**src/rtl/setupCalPkg.sv**
```systemverilog
package setupCalPkg;
  localparam int DEPTH_W   = 4;
  localparam int MAX_WORDS = 1 << (DEPTH_W - 1);
  localparam int WORD_W    = 24;
  localparam int CMD_W     = 8;
  localparam int FRAME_W   = CMD_W + WORD_W;
  localparam int LEN_W     = $clog2(FRAME_W + 1);

  localparam logic [CMD_W-1:0] OP_CFG_RD  = 8'h0B;
  localparam logic [CMD_W-1:0] OP_CFG_WR  = 8'h03;
  localparam logic [CMD_W-1:0] OP_SET_WR  = 8'h05;
  localparam logic [CMD_W-1:0] OP_CAL_OFS = 8'h81;

  typedef enum logic [3:0] {
    S_IDLE       = 4'd0,
    S_CFG_READ   = 4'd1,
    S_CFG_WRITE  = 4'd2,
    S_SETUP_CMD  = 4'd3,
    S_SETUP_DATA = 4'd4,
    S_CAL_CMD    = 4'd5,
    S_CAL_WAIT   = 4'd6,
    S_DONE       = 4'd7,
    S_FAIL       = 4'd8
  } seqState_t;

  // strobes from control to the serial datapath
  typedef struct packed {
    logic               load;
    logic [LEN_W-1:0]   len;
    logic [FRAME_W-1:0] data;  // left aligned, MSB leaves first
  } xferCmd_t;
endpackage

```
**src/rtl/setupCalShift.sv**
```systemverilog
module setupCalShift
  import setupCalPkg::*;
(
  input  logic              clk,
  input  logic              rstN,
  input  xferCmd_t          cmd,
  input  logic              miso,
  output logic              sclk,
  output logic              mosi,
  output logic              xferDone,
  output logic [WORD_W-1:0] rxWord
);
  logic [FRAME_W-1:0] shReg;
  logic [LEN_W-1:0]   bitsLeft;
  logic               active;
  logic               phaseHigh;

  always_ff @(posedge clk or negedge rstN) begin
    if (!rstN) begin
      shReg     <= '0;
      bitsLeft  <= '0;
      active    <= 1'b0;
      phaseHigh <= 1'b0;
      xferDone  <= 1'b0;
      rxWord    <= '0;
    end else begin
      xferDone <= 1'b0;
      if (cmd.load) begin
        shReg     <= cmd.data;
        bitsLeft  <= cmd.len;
        active    <= 1'b1;
        phaseHigh <= 1'b0;
      end else if (active) begin
        if (!phaseHigh) begin
          phaseHigh <= 1'b1;
        end else begin
          phaseHigh <= 1'b0;
          shReg     <= {shReg[FRAME_W-2:0], 1'b0};
          rxWord    <= {rxWord[WORD_W-2:0], miso};
          bitsLeft  <= bitsLeft - LEN_W'(1);
          if (bitsLeft == LEN_W'(1)) begin
            active   <= 1'b0;
            xferDone <= 1'b1;
          end
        end
      end
    end
  end

  assign sclk = active & phaseHigh;
  assign mosi = active & shReg[FRAME_W-1];
endmodule

```
**src/rtl/setupCalCtrl.sv**
```systemverilog
module setupCalCtrl
  import setupCalPkg::*;
#(
  parameter int DEPTH_LSB   = 3,
  parameter int CAL_TIMEOUT = 4096,
  parameter logic [MAX_WORDS*WORD_W-1:0] SETUP_WORDS = '0
)(
  input  logic               clk,
  input  logic               rstN,
  input  logic               start,
  input  logic [DEPTH_W-1:0] depth,
  input  logic               miso,
  input  logic               xferDone,
  input  logic [WORD_W-1:0]  rxWord,
  output xferCmd_t           cmd,
  output logic               csN,
  output logic [3:0]         stateOut,
  output logic               done,
  output logic               error
);
  localparam int WAIT_W = $clog2(CAL_TIMEOUT) + 1;
  localparam int IDX_W  = DEPTH_W - 1;

  seqState_t          state;
  logic               issued;
  logic [DEPTH_W-1:0] depthQ;
  logic [IDX_W-1:0]   wordIdx;
  logic [WORD_W-1:0]  cfgQ;
  logic [WORD_W-1:0]  cfgMod;
  logic [WAIT_W-1:0]  waitCnt;
  logic               misoQ;
  logic               restState;
  logic               lastWord;
  logic               misoFell;

  assign restState = (state == S_IDLE) || (state == S_DONE) || (state == S_FAIL);
  assign lastWord  = (wordIdx == depthQ[DEPTH_W-1:1]);
  assign misoFell  = misoQ & ~miso;

  always_comb begin
    cfgMod = cfgQ;
    cfgMod[DEPTH_LSB +: DEPTH_W] = depthQ;
  end

  always_comb begin
    cmd = '0;
    if (!issued) begin
      unique case (state)
        S_CFG_READ:   begin cmd.load = 1'b1; cmd.len = LEN_W'(FRAME_W); cmd.data = {OP_CFG_RD, {WORD_W{1'b0}}}; end
        S_CFG_WRITE:  begin cmd.load = 1'b1; cmd.len = LEN_W'(FRAME_W); cmd.data = {OP_CFG_WR, cfgMod}; end
        S_SETUP_CMD:  begin cmd.load = 1'b1; cmd.len = LEN_W'(CMD_W);   cmd.data = {OP_SET_WR, {WORD_W{1'b0}}}; end
        S_SETUP_DATA: begin cmd.load = 1'b1; cmd.len = LEN_W'(WORD_W);
                            cmd.data = {SETUP_WORDS[wordIdx*WORD_W +: WORD_W], {CMD_W{1'b0}}}; end
        S_CAL_CMD:    begin cmd.load = 1'b1; cmd.len = LEN_W'(CMD_W);   cmd.data = {OP_CAL_OFS, {WORD_W{1'b0}}}; end
        default:      cmd = '0;
      endcase
    end
  end

  always_ff @(posedge clk or negedge rstN) begin
    if (!rstN) begin
      state   <= S_IDLE;
      issued  <= 1'b0;
      depthQ  <= '0;
      wordIdx <= '0;
      cfgQ    <= '0;
      waitCnt <= '0;
      misoQ   <= 1'b0;
    end else begin
      misoQ <= miso;
      if (cmd.load) issued <= 1'b1;
      if (restState) begin
        if (start) begin
          depthQ <= depth;
          issued <= 1'b0;
          state  <= depth[0] ? S_CFG_READ : S_FAIL;
        end
      end else if (state == S_CAL_WAIT) begin
        if (misoFell) begin
          state <= S_DONE;
        end else if (waitCnt == WAIT_W'(CAL_TIMEOUT - 1)) begin
          state <= S_FAIL;
        end else begin
          waitCnt <= waitCnt + WAIT_W'(1);
        end
      end else if (xferDone) begin
        issued <= 1'b0;
        unique case (state)
          S_CFG_READ:  begin cfgQ <= rxWord; state <= S_CFG_WRITE; end
          S_CFG_WRITE: state <= S_SETUP_CMD;
          S_SETUP_CMD: begin wordIdx <= '0; state <= S_SETUP_DATA; end
          S_SETUP_DATA: begin
            if (lastWord) state <= S_CAL_CMD;
            else wordIdx <= wordIdx + IDX_W'(1);
          end
          S_CAL_CMD:   begin waitCnt <= '0; state <= S_CAL_WAIT; end
          default:     state <= S_FAIL;
        endcase
      end
    end
  end

  assign csN      = restState;
  assign stateOut = state;
  assign done     = (state == S_DONE);
  assign error    = (state == S_FAIL);
endmodule

```
**src/rtl/setupCalSeq.sv**
```systemverilog
module setupCalSeq
  import setupCalPkg::*;
#(
  parameter int DEPTH_LSB   = 3,
  parameter int CAL_TIMEOUT = 4096,
  parameter logic [MAX_WORDS*WORD_W-1:0] SETUP_WORDS =
    {{(MAX_WORDS-2){24'h000000}}, 24'h4C0105, 24'h000000}
)(
  input  logic       clk,
  input  logic       rstN,
  input  logic       start,
  input  logic [3:0] depth,
  input  logic       miso,
  output logic       csN,
  output logic       sclk,
  output logic       mosi,
  output logic       done,
  output logic       error,
  output logic [3:0] stateOut
);
  xferCmd_t          xferCmd;
  logic              xferDone;
  logic [WORD_W-1:0] rxWord;

  setupCalCtrl #(
    .DEPTH_LSB(DEPTH_LSB), .CAL_TIMEOUT(CAL_TIMEOUT), .SETUP_WORDS(SETUP_WORDS)
  ) ctrl_i (
    .clk(clk), .rstN(rstN), .start(start), .depth(depth), .miso(miso),
    .xferDone(xferDone), .rxWord(rxWord), .cmd(xferCmd), .csN(csN),
    .stateOut(stateOut), .done(done), .error(error)
  );

  setupCalShift shift_i (
    .clk(clk), .rstN(rstN), .cmd(xferCmd), .miso(miso),
    .sclk(sclk), .mosi(mosi), .xferDone(xferDone), .rxWord(rxWord)
  );
endmodule

```
**config.mk**
```make
export PLATFORM = sky130hd
export DESIGN_NAME = setupCalSeq
export DESIGN_NICKNAME = d
export VERILOG_FILES = /design/src/rtl/setupCalPkg.sv /design/src/rtl/setupCalShift.sv /design/src/rtl/setupCalCtrl.sv /design/src/rtl/setupCalSeq.sv
export SDC_FILE = /design/constraint.sdc
export NUM_CORES = 1
export LEC_CHECK = 0
export ABC_CLOCK_PERIOD_IN_PS = 5100
export BUFFER_PORTS_ARGS = -buffer_cell sky130_fd_sc_hd__buf_2
export CAP_MARGIN = 10
export CORE_MARGIN = 1
export CORE_UTILIZATION = 55
export CTS_CLUSTER_DIAMETER = 30
export DETAILED_ROUTE_END_ITERATION = 10
export PLACE_DENSITY = 0.75
export SLEW_MARGIN = 20
export SYNTH_ARGS = -nofsm -noshare
export SYNTH_HDL_FRONTEND = slang
export SYNTH_SLANG_ARGS = --single-unit
```
**constraint.sdc**
```tcl
create_clock -name clk -period 5.1 [get_ports clk]
set_input_delay 1.02 -clock clk [delete_from_list [all_inputs] [get_ports clk]]
set_output_delay 1.02 -clock clk [all_outputs]
set_load 0.05 [all_outputs]
```
==> reports/metrics.yaml <==
status:
  status: "finished, final reports clean"
sta:
  final.period_utilization_pct: 65.10
  post-route-min-period_ns: 3.320
  max_slew_margin_pct: 40.71
  setup_violations: 0
  finalHoldViolations: 0
  fin_worst_skew_ns: 0.009516
  rsz0062_at_grt: "false"
  max_freq_mhz: 301.2
  tns_ns: 0
  drv_slew: 0
  tightest_slew_ns: 0.8893
critical_path:
  cp_top_family: "buffers and inverters"
  crit_buf_inv: 2
  cp-start-kind: "flop"
  worst_ep_required_time_ns: 4.08
  crit_path_top_delay_cell: "inv_2"
  cp.arrival_ns: 2.30
  crit_path_cell_trace: "nand2_1 -> inv_2 -> buf_2"
  crit_type: "reg2out"
  worstPathMaxFanout: 34
  critPathCaptureType: "output port"
  max_stage_delay_ns: 0.75
clock_network:
  hold_buffers: 0
  clock-sinks: 111
  clkTransAtPathRegs_ns: 0.11
  cts_buffers: 9
  clkLatencyLatePin_ns: 0.38
  cts_tree: "done"
  root_buffer: "clkbuf_8"
  ctsResizeCount: 0
  cts_setup_buffers: 0
  cts_buffer_depth: 2
  cts_max_level: 3
routing:
  avgRoutedWirePerCell_um: 15.94
  viasPerCell: 5.758
  first_pass_iters: 4
  drc: 0
  drt-total-wl_um: 9881
  antenna_left: 0
  drt_iter0_markers: 202
  vias: 3570
power_and_ir_drop:
  internal_power_mw: 1.954
  fin_total_pwr_mw: 3.307
  p_leak_nw: 2.627
  swShare_pct: 40.93
  vdd_ir_drop_max_mv: 0.2618
  p_switching_mw: 1.354
  power.clock.fraction_pct: 15.6
  comb_power_share_pct: 41.2
  cellPowerDensity_nw_per_um2: 584.0
  pwr-share-seq_pct: 43.2
logic_synthesis:
  synth_cell_type_count: 68
  synth-seq-area-share_pct: 52.20
  synth_flop_cell: "dfrtp_1"
  postSynthAreaPerCell_um2: 11.06
  synth_edf_count: 0
  synth_area_leaders: "dfrtp_1 (52%), mux2_2 (11%), mux2i_1 (4.5%)"
  netlist.area_leader.share_pct: 52.20
  ys_seq_elements: 111
  synth_fp_nets: 494
  netlist_instances: 481
  syn_area_um2: 5321
  ys.warnings.count: 0
  yosys.area.top_type: "dfrtp_1"
  async_reset_ff_share_pct: 100.0
final_layout:
  drive_above_1_share_pct: 22.20
  num_antenna_cells: 0
  nNetsFinal: 499
  final_cell_mix: "dfrtp_1 (111), nand2_1 (62), mux2_2 (50), o21ai_0 (41), mux2i_1 (24)"
  layout_commonest_cell: "dfrtp_1"
  syn2layout_area_growth_pct: 6.419
  fin_cells: 620
placed_design:
  dp_cells: 604
  gp_congestion: 0.7990
  port_buffers: 16
  hpwlAfterDp_um: 6475
grt:
  grt_pass1_vias: 3607
  overflow: 0
  grt_use_total_pct: 22.05
  grt_max_degree: 73
  grt_antenna_before_repair: 0
  grt_pass1_wl_um: 17460
die:
  start_util_pct: 57.05
  die_y_um: 100.4
  fp.dieW_um: 100.4
  io_pins: 17
  core-area_um2: 9328
  rows: 35
  dieArea_um2: 10070
run:
  cap_violations: 0
worst_hold_path:
  hp-class: "reg2reg"
-- worst register-to-register path: cells and delay by family (launching register included) --
kind | cells | cell delay, ns
AND/OR/NAND/NOR | 4 | 1.19
multiplexers | 1 | 0.42
flip-flops | 1 | 0.89
-- final cells by class --
class / count / area, um2
clock buffers: 9 / 123.9
well taps: 129 / 161.4
inverters: 9 / 33.78
clock inverters: 7 / 77.57
fillers: 762 / 3665
repair buffers: 18 / 97.59
flip-flops and latches: 111 / 2778
multi-input cells: 337 / 2391
-- routing by layer --
layer	track usage (%)	vias to the layer above	routed length, um
met5	0	-	0
met4	7.469	0	107
met3	4.526	8	301
met2	35.93	57	4802
met1	29.54	1791	4670
li1	-	1714	-
-- state kept, by name, summed over array words and instances, names as in the netlist, 3 cells and up --
| register | count |
|---|---|
| shift_i.shReg | 32 |
| shift_i.rxWord | 24 |
| ctrl_i.cfgQ | 20 |
| ctrl_i.waitCnt | 13 |
| shift_i.bitsLeft | 6 |
| ctrl_i.depthQ | 4 |
| ctrl_i.stateOut | 4 |
| ctrl_i.wordIdx | 3 |
-- per-stage QoR --
| stage | setup WS (ns) | hold slack (ns) | instance area, um2 | util, % |
|---|---|---|---|---|
| floorplan | 2.565 | 0.4437 | 5321 | - |
| global placement | 2.272 | 0.4559 | 5456 | 58.50 |
| detailed placement | 2.139 | 0.4641 | 5456 | 58.50 |
| CTS | 1.798 | 0.4912 | 5658 | 60.66 |
| global route | 1.599 | 0.5201 | 5663 | 60.71 |
| finish | 1.780 | 0.4848 | 5663 | 60.71 |
-- power by group through the flow --
| stage | logic, mW | clock network, mW | registers [mW] |
|---|---|---|---|
| 2_1_floorplan | 1.16 | 0 | 1.37 |
| 3_5_place_dp | 1.36 | 0 | 1.45 |
| 4_1_cts | 1.37 | 0.538 | 1.43 |
| 5_1_grt | 1.50 | 0.571 | 1.48 |
| 6_report | 1.36 | 0.516 | 1.43 |
| 3_3_place_gp | 1.31 | 0 | 1.43 |
-- synthesized netlist by cell type, types with 3 or more instances --
library cell,n
dfrtp_1,111
nand2_1,62
mux2_2,50
o21ai_0,41
mux2i_1,24
nor2_1,21
a21oi_1,19
nand3_1,12
buf_2,9
clkbuf_1,9
a31oi_1,7
inv_1,7
nor3_1,7
and2_1,6
xor2_1,6
ha_1,5
a21o_1,4
buf_6,4
o211ai_1,4
mux2_4,3
nor2b_1,3
o21bai_1,3
o22ai_1,3
-- worst paths after layout --
kind                                                start                         endpoint  slack [ns]  cells after the start
min in group asynchronous                            rstN  shift_i.bitsLeft[4]$_DFFE_PN0P_        0.76                      1
hold / removal                ctrl_i.cfgQ[23]$_DFFE_PN0P_    shift_i.shReg[23]$_DFFE_PN0P_        0.48                      2
max in group asynchronous                            rstN    ctrl_i.wordIdx[0]$_DFFE_PN0P_        3.30                      2
setup / recovery                 shift_i.active$_DFF_PN0_                             sclk        1.78                      3
setup reg to reg           ctrl_i.stateOut[2]$_DFFE_PN0P_   shift_i.rxWord[10]$_DFFE_PN0P_        2.49                      5
hold reg to reg               ctrl_i.cfgQ[23]$_DFFE_PN0P_    shift_i.shReg[23]$_DFFE_PN0P_        0.48                      2
-- kinds of logic after synthesis --
kind of cell / Yosys count / share of synthesized area (%)
fa+ha+maj: 5 / 1.176
mux: 77 / 15.94
flops: 111 / 52.20
compound gates: 103 / 12.16
xor+xnor: 8 / 1.317
simple gates: 144 / 13.97
buf+inv: 33 / 3.245
Note: power is estimated with default switching activity, not from simulation.
